File: src/rtl/cfgdec_pkg.sv
package cfgdec_pkg;
  typedef enum logic [1:0] {
    ST_IDLE = 2'd0,
    ST_WAIT = 2'd1,
    ST_RESP = 2'd2
  } seq_state_e;
endpackage

File: src/rtl/cfg_sel_latch.sv
module cfg_sel_latch #(
  parameter int DW    = 32,
  parameter int BUS_W = 8,
  parameter int DEV_W = 5,
  parameter int FN_W  = 3,
  parameter int OFF_W = 6
) (
  input  logic             clk,
  input  logic             rst_n,
  input  logic             wr_en,
  input  logic             en_in,
  input  logic [BUS_W-1:0] bus_in,
  input  logic [DEV_W-1:0] dev_in,
  input  logic [FN_W-1:0]  fn_in,
  input  logic [OFF_W-1:0] off_in,
  output logic             en_q,
  output logic [BUS_W-1:0] bus_q,
  output logic [DEV_W-1:0] dev_q,
  output logic [FN_W-1:0]  fn_q,
  output logic [OFF_W-1:0] off_q,
  output logic [DW-1:0]    sel_word
);
  localparam int OFF_LSB = 2;
  localparam int FN_LSB  = OFF_LSB + OFF_W;
  localparam int DEV_LSB = FN_LSB + FN_W;
  localparam int BUS_LSB = DEV_LSB + DEV_W;
  localparam int EN_BIT  = DW - 1;

  // Only implemented fields are stored; unimplemented bits read as zero.
  always_ff @(posedge clk or negedge rst_n) begin
    if (!rst_n) begin
      en_q  <= 1'b0;
      bus_q <= '0;
      dev_q <= '0;
      fn_q  <= '0;
      off_q <= '0;
    end else if (wr_en) begin
      en_q  <= en_in;
      bus_q <= bus_in;
      dev_q <= dev_in;
      fn_q  <= fn_in;
      off_q <= off_in;
    end
  end

  always_comb begin
    sel_word                     = '0;
    sel_word[EN_BIT]             = en_q;
    sel_word[BUS_LSB +: BUS_W]   = bus_q;
    sel_word[DEV_LSB +: DEV_W]   = dev_q;
    sel_word[FN_LSB +: FN_W]     = fn_q;
    sel_word[OFF_LSB +: OFF_W]   = off_q;
  end
endmodule

File: src/rtl/cfg_seq.sv
module cfg_seq
  import cfgdec_pkg::*;
#(
  parameter int              IO_AW     = 16,
  parameter logic [IO_AW-1:0] ADDR_PORT = 16'h0CF8,
  parameter logic [IO_AW-1:0] DATA_PORT = 16'h0CFC,
  parameter int              DW        = 32,
  parameter int              BUS_W     = 8,
  parameter int              DEV_W     = 5,
  parameter int              FN_W      = 3,
  parameter int              OFF_W     = 6
) (
  input  logic               clk,
  input  logic               rst_n,
  input  logic               io_valid,
  input  logic               io_write,
  input  logic [IO_AW-3:0]   io_waddr,
  input  logic [DW/8-1:0]    io_be,
  input  logic [DW-1:0]      io_wdata,
  output logic               io_ready,
  output logic [DW-1:0]      io_rdata,
  output logic               io_fwd,
  output logic               sel_wr,
  input  logic               en,
  input  logic [BUS_W-1:0]   bus,
  input  logic [DEV_W-1:0]   dev,
  input  logic [FN_W-1:0]    fn,
  input  logic [OFF_W-1:0]   off,
  input  logic [DW-1:0]      sel_word,
  output logic               cfg_req,
  output logic               cfg_write,
  output logic               cfg_type1,
  output logic [BUS_W-1:0]   cfg_bus,
  output logic [DEV_W-1:0]   cfg_dev,
  output logic [FN_W-1:0]    cfg_fn,
  output logic [OFF_W-1:0]   cfg_off,
  output logic [DW/8-1:0]    cfg_be,
  output logic [DW-1:0]      cfg_wdata,
  input  logic               cfg_done,
  input  logic [DW-1:0]      cfg_rdata,
  input  logic               cfg_nodev
);
  localparam int BE_W = DW / 8;
  localparam logic [IO_AW-3:0] ADDR_DW = ADDR_PORT[IO_AW-1:2];
  localparam logic [IO_AW-3:0] DATA_DW = DATA_PORT[IO_AW-1:2];

  seq_state_e     st_q, st_d;
  logic           req_q, req_d;
  logic           launch;
  logic           rdata_ld;
  logic [DW-1:0]  rdata_q, rdata_d;

  logic hit_sel, hit_win, full_dw, claim_sel, idle;

  assign hit_sel   = (io_waddr == ADDR_DW);
  assign hit_win   = (io_waddr == DATA_DW);
  assign full_dw   = (io_be == {BE_W{1'b1}});
  assign claim_sel = hit_sel && full_dw;
  assign idle      = (st_q == ST_IDLE);

  assign sel_wr   = io_valid && idle && io_write && claim_sel;
  assign io_fwd   = io_valid && idle && !claim_sel && !hit_win;
  assign io_ready = (st_q == ST_RESP);
  assign io_rdata = rdata_q;
  assign cfg_req  = req_q;

  always_comb begin
    st_d     = st_q;
    req_d    = req_q;
    launch   = 1'b0;
    rdata_ld = 1'b0;
    rdata_d  = rdata_q;
    case (st_q)
      ST_IDLE: begin
        if (io_valid && claim_sel) begin
          st_d     = ST_RESP;
          rdata_ld = 1'b1;
          rdata_d  = sel_word;
        end else if (io_valid && hit_win) begin
          if (en) begin
            st_d   = ST_WAIT;
            req_d  = 1'b1;
            launch = 1'b1;
          end else begin
            st_d     = ST_RESP;
            rdata_ld = 1'b1;
            rdata_d  = '1;
          end
        end
      end
      ST_WAIT: begin
        if (cfg_done) begin
          st_d     = ST_RESP;
          req_d    = 1'b0;
          rdata_ld = 1'b1;
          rdata_d  = cfg_nodev ? '1 : cfg_rdata;
        end
      end
      ST_RESP: st_d = ST_IDLE;
      default: st_d = ST_IDLE;
    endcase
  end

  always_ff @(posedge clk or negedge rst_n) begin
    if (!rst_n) begin
      st_q  <= ST_IDLE;
      req_q <= 1'b0;
    end else begin
      st_q  <= st_d;
      req_q <= req_d;
    end
  end

  always_ff @(posedge clk or negedge rst_n) begin
    if (!rst_n) begin
      rdata_q <= '0;
    end else if (rdata_ld) begin
      rdata_q <= rdata_d;
    end
  end

  always_ff @(posedge clk or negedge rst_n) begin
    if (!rst_n) begin
      cfg_write <= 1'b0;
      cfg_type1 <= 1'b0;
      cfg_bus   <= '0;
      cfg_dev   <= '0;
      cfg_fn    <= '0;
      cfg_off   <= '0;
      cfg_be    <= '0;
      cfg_wdata <= '0;
    end else if (launch) begin
      cfg_write <= io_write;
      cfg_type1 <= (bus != '0);
      cfg_bus   <= bus;
      cfg_dev   <= dev;
      cfg_fn    <= fn;
      cfg_off   <= off;
      cfg_be    <= io_be;
      cfg_wdata <= io_wdata;
    end
  end


  req_hold_chk: assert property (@(posedge clk) disable iff (!rst_n)
    cfg_req && !cfg_done |=> cfg_req && $stable(cfg_bus) && $stable(cfg_dev)
      && $stable(cfg_fn) && $stable(cfg_off) && $stable(cfg_be) && $stable(cfg_wdata));


  ready_pulse_chk: assert property (@(posedge clk) disable iff (!rst_n)
    io_ready |=> !io_ready);


  nodev_ones_chk: assert property (@(posedge clk) disable iff (!rst_n)
    cfg_req && cfg_done && cfg_nodev && !cfg_write |=> io_ready && (io_rdata == '1));


  req_needs_en_chk: assert property (@(posedge clk) disable iff (!rst_n)
    $rose(cfg_req) |-> $past(en));
endmodule

File: src/rtl/cfg_window_decoder.sv
module cfg_window_decoder #(
  parameter int               IO_AW     = 16,
  parameter logic [IO_AW-1:0] ADDR_PORT = 16'h0CF8,
  parameter logic [IO_AW-1:0] DATA_PORT = 16'h0CFC,
  parameter int               DW        = 32,
  parameter int               BUS_W     = 8,
  parameter int               DEV_W     = 5,
  parameter int               FN_W      = 3,
  parameter int               OFF_W     = 6
) (
  input  logic               clk,
  input  logic               rst_n,
  input  logic               io_valid,
  input  logic               io_write,
  input  logic [IO_AW-3:0]   io_waddr,
  input  logic [DW/8-1:0]    io_be,
  input  logic [DW-1:0]      io_wdata,
  output logic               io_ready,
  output logic [DW-1:0]      io_rdata,
  output logic               io_fwd,
  output logic               cfg_req,
  output logic               cfg_write,
  output logic               cfg_type1,
  output logic [BUS_W-1:0]   cfg_bus,
  output logic [DEV_W-1:0]   cfg_dev,
  output logic [FN_W-1:0]    cfg_fn,
  output logic [OFF_W-1:0]   cfg_off,
  output logic [DW/8-1:0]    cfg_be,
  output logic [DW-1:0]      cfg_wdata,
  input  logic               cfg_done,
  input  logic [DW-1:0]      cfg_rdata,
  input  logic               cfg_nodev
);
  localparam int OFF_LSB = 2;
  localparam int FN_LSB  = OFF_LSB + OFF_W;
  localparam int DEV_LSB = FN_LSB + FN_W;
  localparam int BUS_LSB = DEV_LSB + DEV_W;
  localparam int EN_BIT  = DW - 1;

  // Reset asserts asynchronously, releases on a clock edge.
  logic [1:0] rst_sync_q;
  logic       srst_n;
  always_ff @(posedge clk or negedge rst_n) begin
    if (!rst_n) rst_sync_q <= 2'b00;
    else        rst_sync_q <= {rst_sync_q[0], 1'b1};
  end
  assign srst_n = rst_sync_q[1];

  logic             sel_wr, en_q;
  logic [BUS_W-1:0] bus_q;
  logic [DEV_W-1:0] dev_q;
  logic [FN_W-1:0]  fn_q;
  logic [OFF_W-1:0] off_q;
  logic [DW-1:0]    sel_word;

  cfg_sel_latch #(
    .DW(DW), .BUS_W(BUS_W), .DEV_W(DEV_W), .FN_W(FN_W), .OFF_W(OFF_W)
  ) u_sel (
    .clk      (clk),
    .rst_n    (srst_n),
    .wr_en    (sel_wr),
    .en_in    (io_wdata[EN_BIT]),
    .bus_in   (io_wdata[BUS_LSB +: BUS_W]),
    .dev_in   (io_wdata[DEV_LSB +: DEV_W]),
    .fn_in    (io_wdata[FN_LSB +: FN_W]),
    .off_in   (io_wdata[OFF_LSB +: OFF_W]),
    .en_q     (en_q),
    .bus_q    (bus_q),
    .dev_q    (dev_q),
    .fn_q     (fn_q),
    .off_q    (off_q),
    .sel_word (sel_word)
  );

  cfg_seq #(
    .IO_AW(IO_AW), .ADDR_PORT(ADDR_PORT), .DATA_PORT(DATA_PORT), .DW(DW),
    .BUS_W(BUS_W), .DEV_W(DEV_W), .FN_W(FN_W), .OFF_W(OFF_W)
  ) u_seq (
    .clk       (clk),
    .rst_n     (srst_n),
    .io_valid  (io_valid),
    .io_write  (io_write),
    .io_waddr  (io_waddr),
    .io_be     (io_be),
    .io_wdata  (io_wdata),
    .io_ready  (io_ready),
    .io_rdata  (io_rdata),
    .io_fwd    (io_fwd),
    .sel_wr    (sel_wr),
    .en        (en_q),
    .bus       (bus_q),
    .dev       (dev_q),
    .fn        (fn_q),
    .off       (off_q),
    .sel_word  (sel_word),
    .cfg_req   (cfg_req),
    .cfg_write (cfg_write),
    .cfg_type1 (cfg_type1),
    .cfg_bus   (cfg_bus),
    .cfg_dev   (cfg_dev),
    .cfg_fn    (cfg_fn),
    .cfg_off   (cfg_off),
    .cfg_be    (cfg_be),
    .cfg_wdata (cfg_wdata),
    .cfg_done  (cfg_done),
    .cfg_rdata (cfg_rdata),
    .cfg_nodev (cfg_nodev)
  );


  partial_keep_chk: assert property (@(posedge clk) disable iff (!srst_n)
    io_fwd && io_write |=> $stable(sel_word));
endmodule

File: config.mk
export PLATFORM = sky130hd
export DESIGN_NAME = cfg_window_decoder
export DESIGN_NICKNAME = d
export VERILOG_FILES = /design/src/rtl/cfgdec_pkg.sv /design/src/rtl/cfg_sel_latch.sv /design/src/rtl/cfg_seq.sv /design/src/rtl/cfg_window_decoder.sv
export SDC_FILE = /design/constraint.sdc
export NUM_CORES = 1
export LEC_CHECK = 0
export CAP_MARGIN = 20
export CORE_MARGIN = 2
export CORE_UTILIZATION = 49
export CTS_CLUSTER_DIAMETER = 40
export CTS_CLUSTER_SIZE = 40
export DETAILED_ROUTE_END_ITERATION = 6
export PLACE_DENSITY = 0.9
export SYNTH_ARGS = -nofsm -noshare
export SYNTH_HDL_FRONTEND = slang
export SYNTH_HIERARCHICAL = 1
export SYNTH_SLANG_ARGS = --single-unit
File: constraint.sdc
create_clock -name clk -period 9.98 [get_ports clk]
set_input_delay 2.495 -clock clk [delete_from_list [all_inputs] [get_ports clk]]
set_output_delay 2.495 -clock clk [all_outputs]
set_load 0.01 [all_outputs]
=== Word-level counts from Yosys, hierarchy flattened ===
Index checks and enable logic that the tools add are counted.
Widths: inputs -> output; s select.

* Register bits after elaboration: 120
* Output and inout port bits: 95

* Equal/unequal tests: 11
* Muxes and demuxes: 25
* Reductions and logical operators: 16

{| class="wikitable"
|+ Operators with widths
! operator !! count
|-
| $mux 32 || 5
|-
| $pmux 32 s2 || 1
|-
| $eq 14x10->1 const B || 2
|-
| $mux 1 || 12
|-
| $reduce_and 5->1 || 2
|-
| $logic_and 1x1->1 || 8
|-
| $mux 2 || 4
|-
| $reduce_bool 8->1 || 1
|-
| $ne 2x2->1 const B || 3
|-
| $ne 3x3->1 const B || 2
|-
| $eq 4x4->1 const B || 1
|-
| $pmux 1 s2 || 2
|-
| $pmux 2 s2 || 1
|-
| $eq 2x1->1 const B || 1
|-
| $eq 2x2->1 const B || 1
|-
| $logic_not 1->1 || 2
|-
| $logic_not 2->1 || 1
|-
| $ne 2x1->1 const B || 1
|-
| $reduce_and 2->1 || 1
|-
| $reduce_bool 2->1 || 1
|}

=== Longest topological paths before layout ===
Gate-level depths: netlist of run 1.

* Depth in word-level cells: 6
* Depth in mapped cells: 6

=== Modules after synthesis ===
The synthesis of run 1 kept the hierarchy.

{| class="wikitable"
|+ Modules (own cells, without submodules)
! module !! times used !! cells an instance !! area an instance (um^2) !! seq. area each (um^2)
|-
| cfg_seq || 1 || 267 || 4,180.3 || 2,377.3
|-
| cfg_sel_latch || 1 || 81 || 1,101.1 || 575.6
|-
| cfg_window_decoder || 1 || 3 || 53.8 || 50.0
|}

=== Least setup slack after synthesis of run 1 ===
Ideal clock, no wire load.

* Path type: input -> output
* From: input io_waddr[11]
* To: output io_fwd
* Data arrival time: 3.399 ns
* Required time: 7.485 ns
* Slack: 4.086 ns
* Stages on the path: 5
* Cells stage by stage: nor4_4 > nand4_4 > clkbuf_1 > a21oi_1 > nor2_1

* Word-level cells in the longest chain between the ends: 5
* Elaborated cells on any way between the ends: 7

{| class="wikitable"
|+ Ends and longest elaborated chain
! what !! RTL line !! RTL
|-
| start: declaration || cfg_window_decoder.sv:15 || <nowiki>input logic [IO_AW-3:0] io_waddr,</nowiki>
|-
| $eq 14x10->1 || cfg_seq.sv:55 || <nowiki>assign hit_sel = (io_waddr == ADDR_DW);</nowiki>
|-
| $logic_and 1x1->1 || cfg_seq.sv:58 || <nowiki>assign claim_sel = hit_sel && full_dw;</nowiki>
|-
| $logic_not 1->1 || cfg_seq.sv:62 || <nowiki>assign io_fwd = io_valid && idle && !claim_sel && !hit_win;</nowiki>
|-
| $logic_and 1x1->1 || cfg_seq.sv:62 ||
|-
| $logic_and 1x1->1 * || cfg_seq.sv:62 ||
|-
| end: declaration || cfg_window_decoder.sv:20 || <nowiki>output logic io_fwd,</nowiki>
|}

Mark *: on every way between the ends. The rest lies on a longest branch, timed or not.

=== Final worst setup path of run 1 ===
Ends and elaborated chain as after synthesis.

==> results of run 1 <==
==> worst register-to-register path: stages (launching register included) <==
cell     delay, ps
dfrtp_1        400
or3b_2         550
o31a_2         570
buf_12         250
mux2_4         330
==> registers in the layout, indices dropped and copies added, names as in the netlist <==
signal           flops
u_seq/io_rdata      32
u_seq/cfg_off        6
u_seq/cfg_bus        8
u_sel/off_q          6
u_sel/en_q           1
u_seq/cfg_fn         3
u_seq/cfg_req        1
u_seq/cfg_dev        5
rst_sync_q           2
u_sel/dev_q          5
u_seq/cfg_be         4
u_seq/st_q           2
u_seq/cfg_write      1
u_sel/fn_q           3
u_seq/cfg_type1      1
u_seq/cfg_wdata     32
u_sel/bus_q          8
==> synth_stat cells, drive strengths merged <==
library cell,instances
mux2,115
nand4b,1
o21a,1
buf,44
conb,2
nor2b,2
o31a,1
clkbuf,9
nor4,4
a2bb2oi,1
and4,1
nor2,1
or3b,1
and4b,1
inv,3
o32a,32
or4b,1
nor3,1
nand2,4
dfrtp,120
nand4,1
nand2b,2
and4bb,1
a21oi,2
==> metrics by stage <==
stage                     utilization  cell area (sq um)  setup WS [ps]
after floorplan                     -               5370           4090
after global placement          0.656               7040           2830
after detailed placement        0.656               7040           2810
after CTS                       0.709               7620           2800
after global routing            0.711               7640           2580
final                           0.711               7640           2740
==> cell type report <==
| type | instances | share of cell area |
|---|---|---|
| multi-input cells | 183 | 0.260 |
| well taps | 140 | 0.0229 |
| clock inverters | 10 | 0.0164 |
| clock buffers | 22 | 0.0593 |
| inverters | 3 | 0.00147 |
| flip-flops and latches | 120 | 0.393 |
| repair buffers | 189 | 0.247 |
==> power by group <==
part / internal, mW / total (mW) / switching [mW]
combinational: 0.0333 / 0.0494 / 0.0161
clock: 0.390 / 0.590 / 0.200
sequential: 0.488 / 0.492 / 0.00410
total: 0.911 / 1.13 / 0.220
==> metal layers <==
layer / wire length [um] / track usage
met1: 5180 / 0.268
met5: 0 / 0
met4: 250 / 0.106
met2: 6840 / 0.420
met3: 903 / 0.0723
==> worst min-delay path by stage <==
| stage | startpoint | to | slack [ps] |
|---|---|---|---|
| floorplan | rst_sync_q[0] | rst_sync_q[1] | 330 |
| global placement | rst_sync_q[0] | rst_sync_q[1] | 340 |
| detailed placement | rst_sync_q[0] | rst_sync_q[1] | 340 |
| CTS | rst_sync_q[0] | rst_sync_q[1] | 360 |
| global route | rst_sync_q[0] | rst_sync_q[1] | 360 |
| finish | rst_sync_q[1] | u_seq/cfg_fn[0] | 350 |
==> cells by family after synthesis <==
| logic type | after synthesis | synth area share |
|---|---|---|
| and+or+nand+nor | 21 | 0.0326 |
| buffers and inverters | 56 | 0.0734 |
| AOI/OAI and AO/OA | 37 | 0.0666 |
| other | 2 | 0.00141 |
| muxes | 115 | 0.263 |
| DFF | 120 | 0.563 |
==> results_dict.tcl, run 1 <==
set metrics [dict create \
    cp_slowest_stage_delay_ps 570 \
    critical_path_buf_inv_count 2 \
    grt_antenna_before_repair 0 \
    synth.distinct_cells 29 \
    synth_area_sq_mm 0.00534 \
    seq_area_frac_synth 0.563 \
    setup_viol 0 \
    cts.sinks 120 \
    worstPathMaxFanout 37 \
    avgSynthCellArea_sq_um 15.2 \
    die_area_sq_mm 0.0117 \
    dr.pass1.iters 4 \
    routedWlPerCell_um 19.7 \
    start_kind "input port" \
    grt_overflow 0 \
    grt_pass1_vias 3979 \
    skew_ps 7.37 \
    ys_top_cells_by_area "dfrtp_1 (56%), mux2_2 (17%), mux2_4 (8.2%), o32a_1 (6.0%), buf_4 (5.3%)" \
    final_cell_mix "clkdlybuf4s50_1 (182), dfrtp_1 (119), mux2_2 (81)" \
    hpwl_um 9130 \
    die_x_um 108 \
    rsz0062_at_grt "false" \
    hold_ws_ps 352 \
    layout.nets 602 \
    power_density_mw_per_mm2 148 \
    slowest_stage "nand4_4" \
    drive_gt1_frac 0.294 \
    worstSetupStartpoint "io_waddr[11]" \
    maxSlewViolCount 0 \
    final_common_cell "clkdlybuf4s50_1" \
    stdcell_count 667 \
    cts_buffers 17 \
    ys_seq_elements 120 \
    postRouteAntennaNets 0 \
    routed_wl_um 13200 \
    critPathArrivalTime_ps 4740 \
    drc 0 \
    clk_latency_ps 500 \
    r2r_end "u_seq/io_rdata[12]" \
    dp_cells 634 \
    leakagePower_nw 3.58 \
    max_freq_ghz 0.138 \
    fp-row-count 38 \
    n_antenna_cell 0 \
    cts_resized 0 \
    vias 3541 \
    crit_family "simple AND/OR/NAND/NOR gates" \
    cts_tree "built" \
    ctsLongestPathBuffers 2 \
    cap_violations 0 \
    cp.required_ps 7490 \
    grt_pass1_wl_um 20900 \
    htreeDepth 4 \
    yosys_warnings 6 \
    slew_headroom 0.448 \
    gr-usage-all-layers 0.239 \
    period_share 0.725 \
    fin_tns_setup_ps 0 \
    critPathMostFrequentCell "clkdlybuf4s50_1" \
    ff2ff_setup_slack_ps 7760 \
    synth_area_leader_cell "dfrtp_1" \
    worstMarginPinSlew_ps 827 \
    rr_startpoint "u_seq/st_q[1]" \
    cts_hold_buf 0 \
    hp-class "reg2async" \
    status "complete, no violations" \
    hold_viol 0 \
    ioPinCount 183 \
    dieHeight_um 108 \
    grt_max_degree 69 \
    yosys.area.top_type_share 0.563 \
    syn-instance-count 351 \
    power_mw 1.13 \
    core_sq_mm 0.0107 \
    critPathCaptureType "output pin" \
    via_per_inst 5.31 \
    gp_congestion 0.778 \
    reg2reg_depth 4 \
    endpoint "io_fwd" \
    path_depth 6 \
    worst-setup-path-type "in2out" \
    fillerInstances 752 \
    cts_root_buf "clkbuf_8" \
    seq_area_sq_mm 0.00301 \
    ir_drop_mv 0.0986 \
    clk_pin_slew_worst_paths_ps 50 \
    min_period_ps 7240 \
    drt_first_iter_violations 215 \
    cts_setup_buffers 0 \
    syn_to_final_growth_pct 43.2 \
    start_util 0.497 \
    multiInputGateArea_sq_mm 0.00198 \
    portBuffers 182 \
    path_cells "clkdlybuf4s50_1, nor4_4, nand4_4, a21oi_1, nor2_1, clkdlybuf4s50_1" \
]
(Power assumes the default switching activity.)
==> run 2: changes to the inputs <==
--- a/config.mk
+++ b/config.mk
@@ -7,11 +7,11 @@
 export LEC_CHECK = 0
 export CAP_MARGIN = 20
 export CORE_MARGIN = 2
-export CORE_UTILIZATION = 49
+export CORE_UTILIZATION = 41
 export CTS_CLUSTER_DIAMETER = 40
 export CTS_CLUSTER_SIZE = 40
 export DETAILED_ROUTE_END_ITERATION = 6
-export PLACE_DENSITY = 0.9
+export PLACE_DENSITY = 0.8
 export SYNTH_ARGS = -nofsm -noshare
 export SYNTH_HDL_FRONTEND = slang
 export SYNTH_HIERARCHICAL = 1
==> constraint.sdc (replaced) <==
create_clock -name clk -period 6.1 [get_ports clk]
set_input_delay 1.525 -clock clk [delete_from_list [all_inputs] [get_ports clk]]
set_output_delay 1.525 -clock clk [all_outputs]
set_load 0.01 [all_outputs]
==> results_dict.tcl, run 2 (same netlist as run 1, synthesis figures left out) <==
set metrics [dict create \
    n_antenna_cell 0 \
    slowest_stage "clkdlybuf4s50_1" \
    core_sq_mm 0.0127 \
    cp.required_ps 4580 \
    drive_gt1_frac 0.301 \
    start_kind "input port" \
    r2r_end "u_seq/cfg_be[1]" \
    grt_pass1_wl_um 20900 \
    path_cells "clkdlybuf4s50_1, or3b_2, nor2_1, clkdlybuf4s50_1" \
    cts_hold_buf 0 \
    grt_pass1_vias 3852 \
    cts_root_buf "clkbuf_16" \
    via_per_inst 5.07 \
    slew_headroom 0.447 \
    cts.sinks 120 \
    setup_viol 0 \
    timing.final.ws_setup_ps 1280 \
    critical_path_buf_inv_count 2 \
    die_x_um 118 \
    syn_to_final_growth_pct 45.1 \
    hold_path_startpoint "rst_sync_q[0]" \
    ctsLongestPathBuffers 2 \
    cp_slowest_stage_delay_ps 550 \
    ioPinCount 183 \
    grt_overflow 0 \
    clk_pin_slew_worst_paths_ps 50 \
    cap_violations 0 \
    dr.pass1.iters 4 \
    fp-row-count 41 \
    max_freq_ghz 0.207 \
    cts_setup_buffers 0 \
    cts_tree "built" \
    hold_viol 0 \
    drc 0 \
    grt_antenna_before_repair 0 \
    final_common_cell "clkdlybuf4s50_1" \
    vias 3550 \
    critPathMostFrequentCell "clkdlybuf4s50_1" \
    cts_buffers 17 \
    postRouteAntennaNets 0 \
    preCtsSetupSlack_ps 1300 \
    skew_ps 7.99 \
    status "complete, no violations" \
    routed_wl_um 13200 \
    routedWlPerCell_um 18.9 \
    min_to "rst_sync_q[1]" \
    maxSlewViolCount 0 \
    rr_startpoint "u_seq/st_q[1]" \
    critPathCaptureType "output pin" \
    leakagePower_nw 3.59 \
    clk_latency_ps 410 \
    power_mw 1.90 \
    htreeDepth 4 \
    layout.nets 603 \
    period_share 0.791 \
    portBuffers 182 \
    min_period_ps 4820 \
    grt_max_degree 66 \
    gr-usage-all-layers 0.195 \
    critPathArrivalTime_ps 3300 \
    worstPathMaxFanout 4 \
    final_cell_mix "clkdlybuf4s50_1 (182), dfrtp_1 (119), mux2_2 (81)" \
    min_path_cells 0 \
    hp-class "reg2reg" \
    gp_congestion 0.799 \
    crit_family "buffers and inverters" \
    start_util 0.421 \
    ff2ff_setup_slack_ps 3730 \
    reg2reg_depth 4 \
    drt_first_iter_violations 202 \
    worstMarginPinSlew_ps 830 \
    fin_util 0.611 \
    rsz0062_at_grt "false" \
    cts_resized 0 \
    dieHeight_um 118 \
    power_density_mw_per_mm2 246 \
    fin_tns_setup_ps 0 \
    hpwl_um 9250 \
    ir_drop_mv 0.185 \
    worst-setup-path-type "in2out" \
    die_area_sq_mm 0.0139 \
]
==> run 2: cell type report <==
| class | count | area, sq um |
|---|---|---|
| multi-input cells | 183 | 1980 |
| clock inverters | 12 | 149 |
| well taps | 172 | 215 |
| clock buffers | 20 | 467 |
| repair buffers | 190 | 1910 |
| fillers | 991 | 4930 |
| flip-flops and latches | 120 | 3010 |
| inverters | 3 | 11.3 |
==> run 2: where the power goes <==
part / leakage (nW) / total, mW / internal, mW / switching [mW]
Sequential: 1.67 / 0.807 / 0.798 / 0.00833
Combinational: 1.62 / 0.0792 / 0.0545 / 0.0247
Clock: 0.294 / 1.02 / 0.671 / 0.345
Total: 3.59 / 1.90 / 1.52 / 0.378
==> run 2: how the worst max path moves through the flow <==
stage | from | endpoint | slack [ps] | depth (start not counted)
after floorplan | io_waddr[11] | io_fwd | 2150 | 5
after detailed placement | io_valid | io_fwd | 1300 | 4
after CTS | io_valid | io_fwd | 1300 | 4
final | io_valid | io_fwd | 1280 | 4
after global placement | io_valid | io_fwd | 1370 | 4
after global routing | io_valid | io_fwd | 1200 | 4
==> run 2: layer usage <==
metal | part of all wire | track usage
met2 | 0.51 | 0.318
met4 | 0.017 | 0.0715
met3 | 0.069 | 0.0756
met1 | 0.41 | 0.233
met5 | 0 | 0
==> run 2: stage by stage <==
stage,hold slack (ps),instance area (sq um),instances
2_1_floorplan,331,5370,359
5_1_grt,366,7740,700
6_report,358,7740,700
4_1_cts,361,7730,699
3_5_place_dp,347,7120,667
3_3_place_gp,337,7100,666
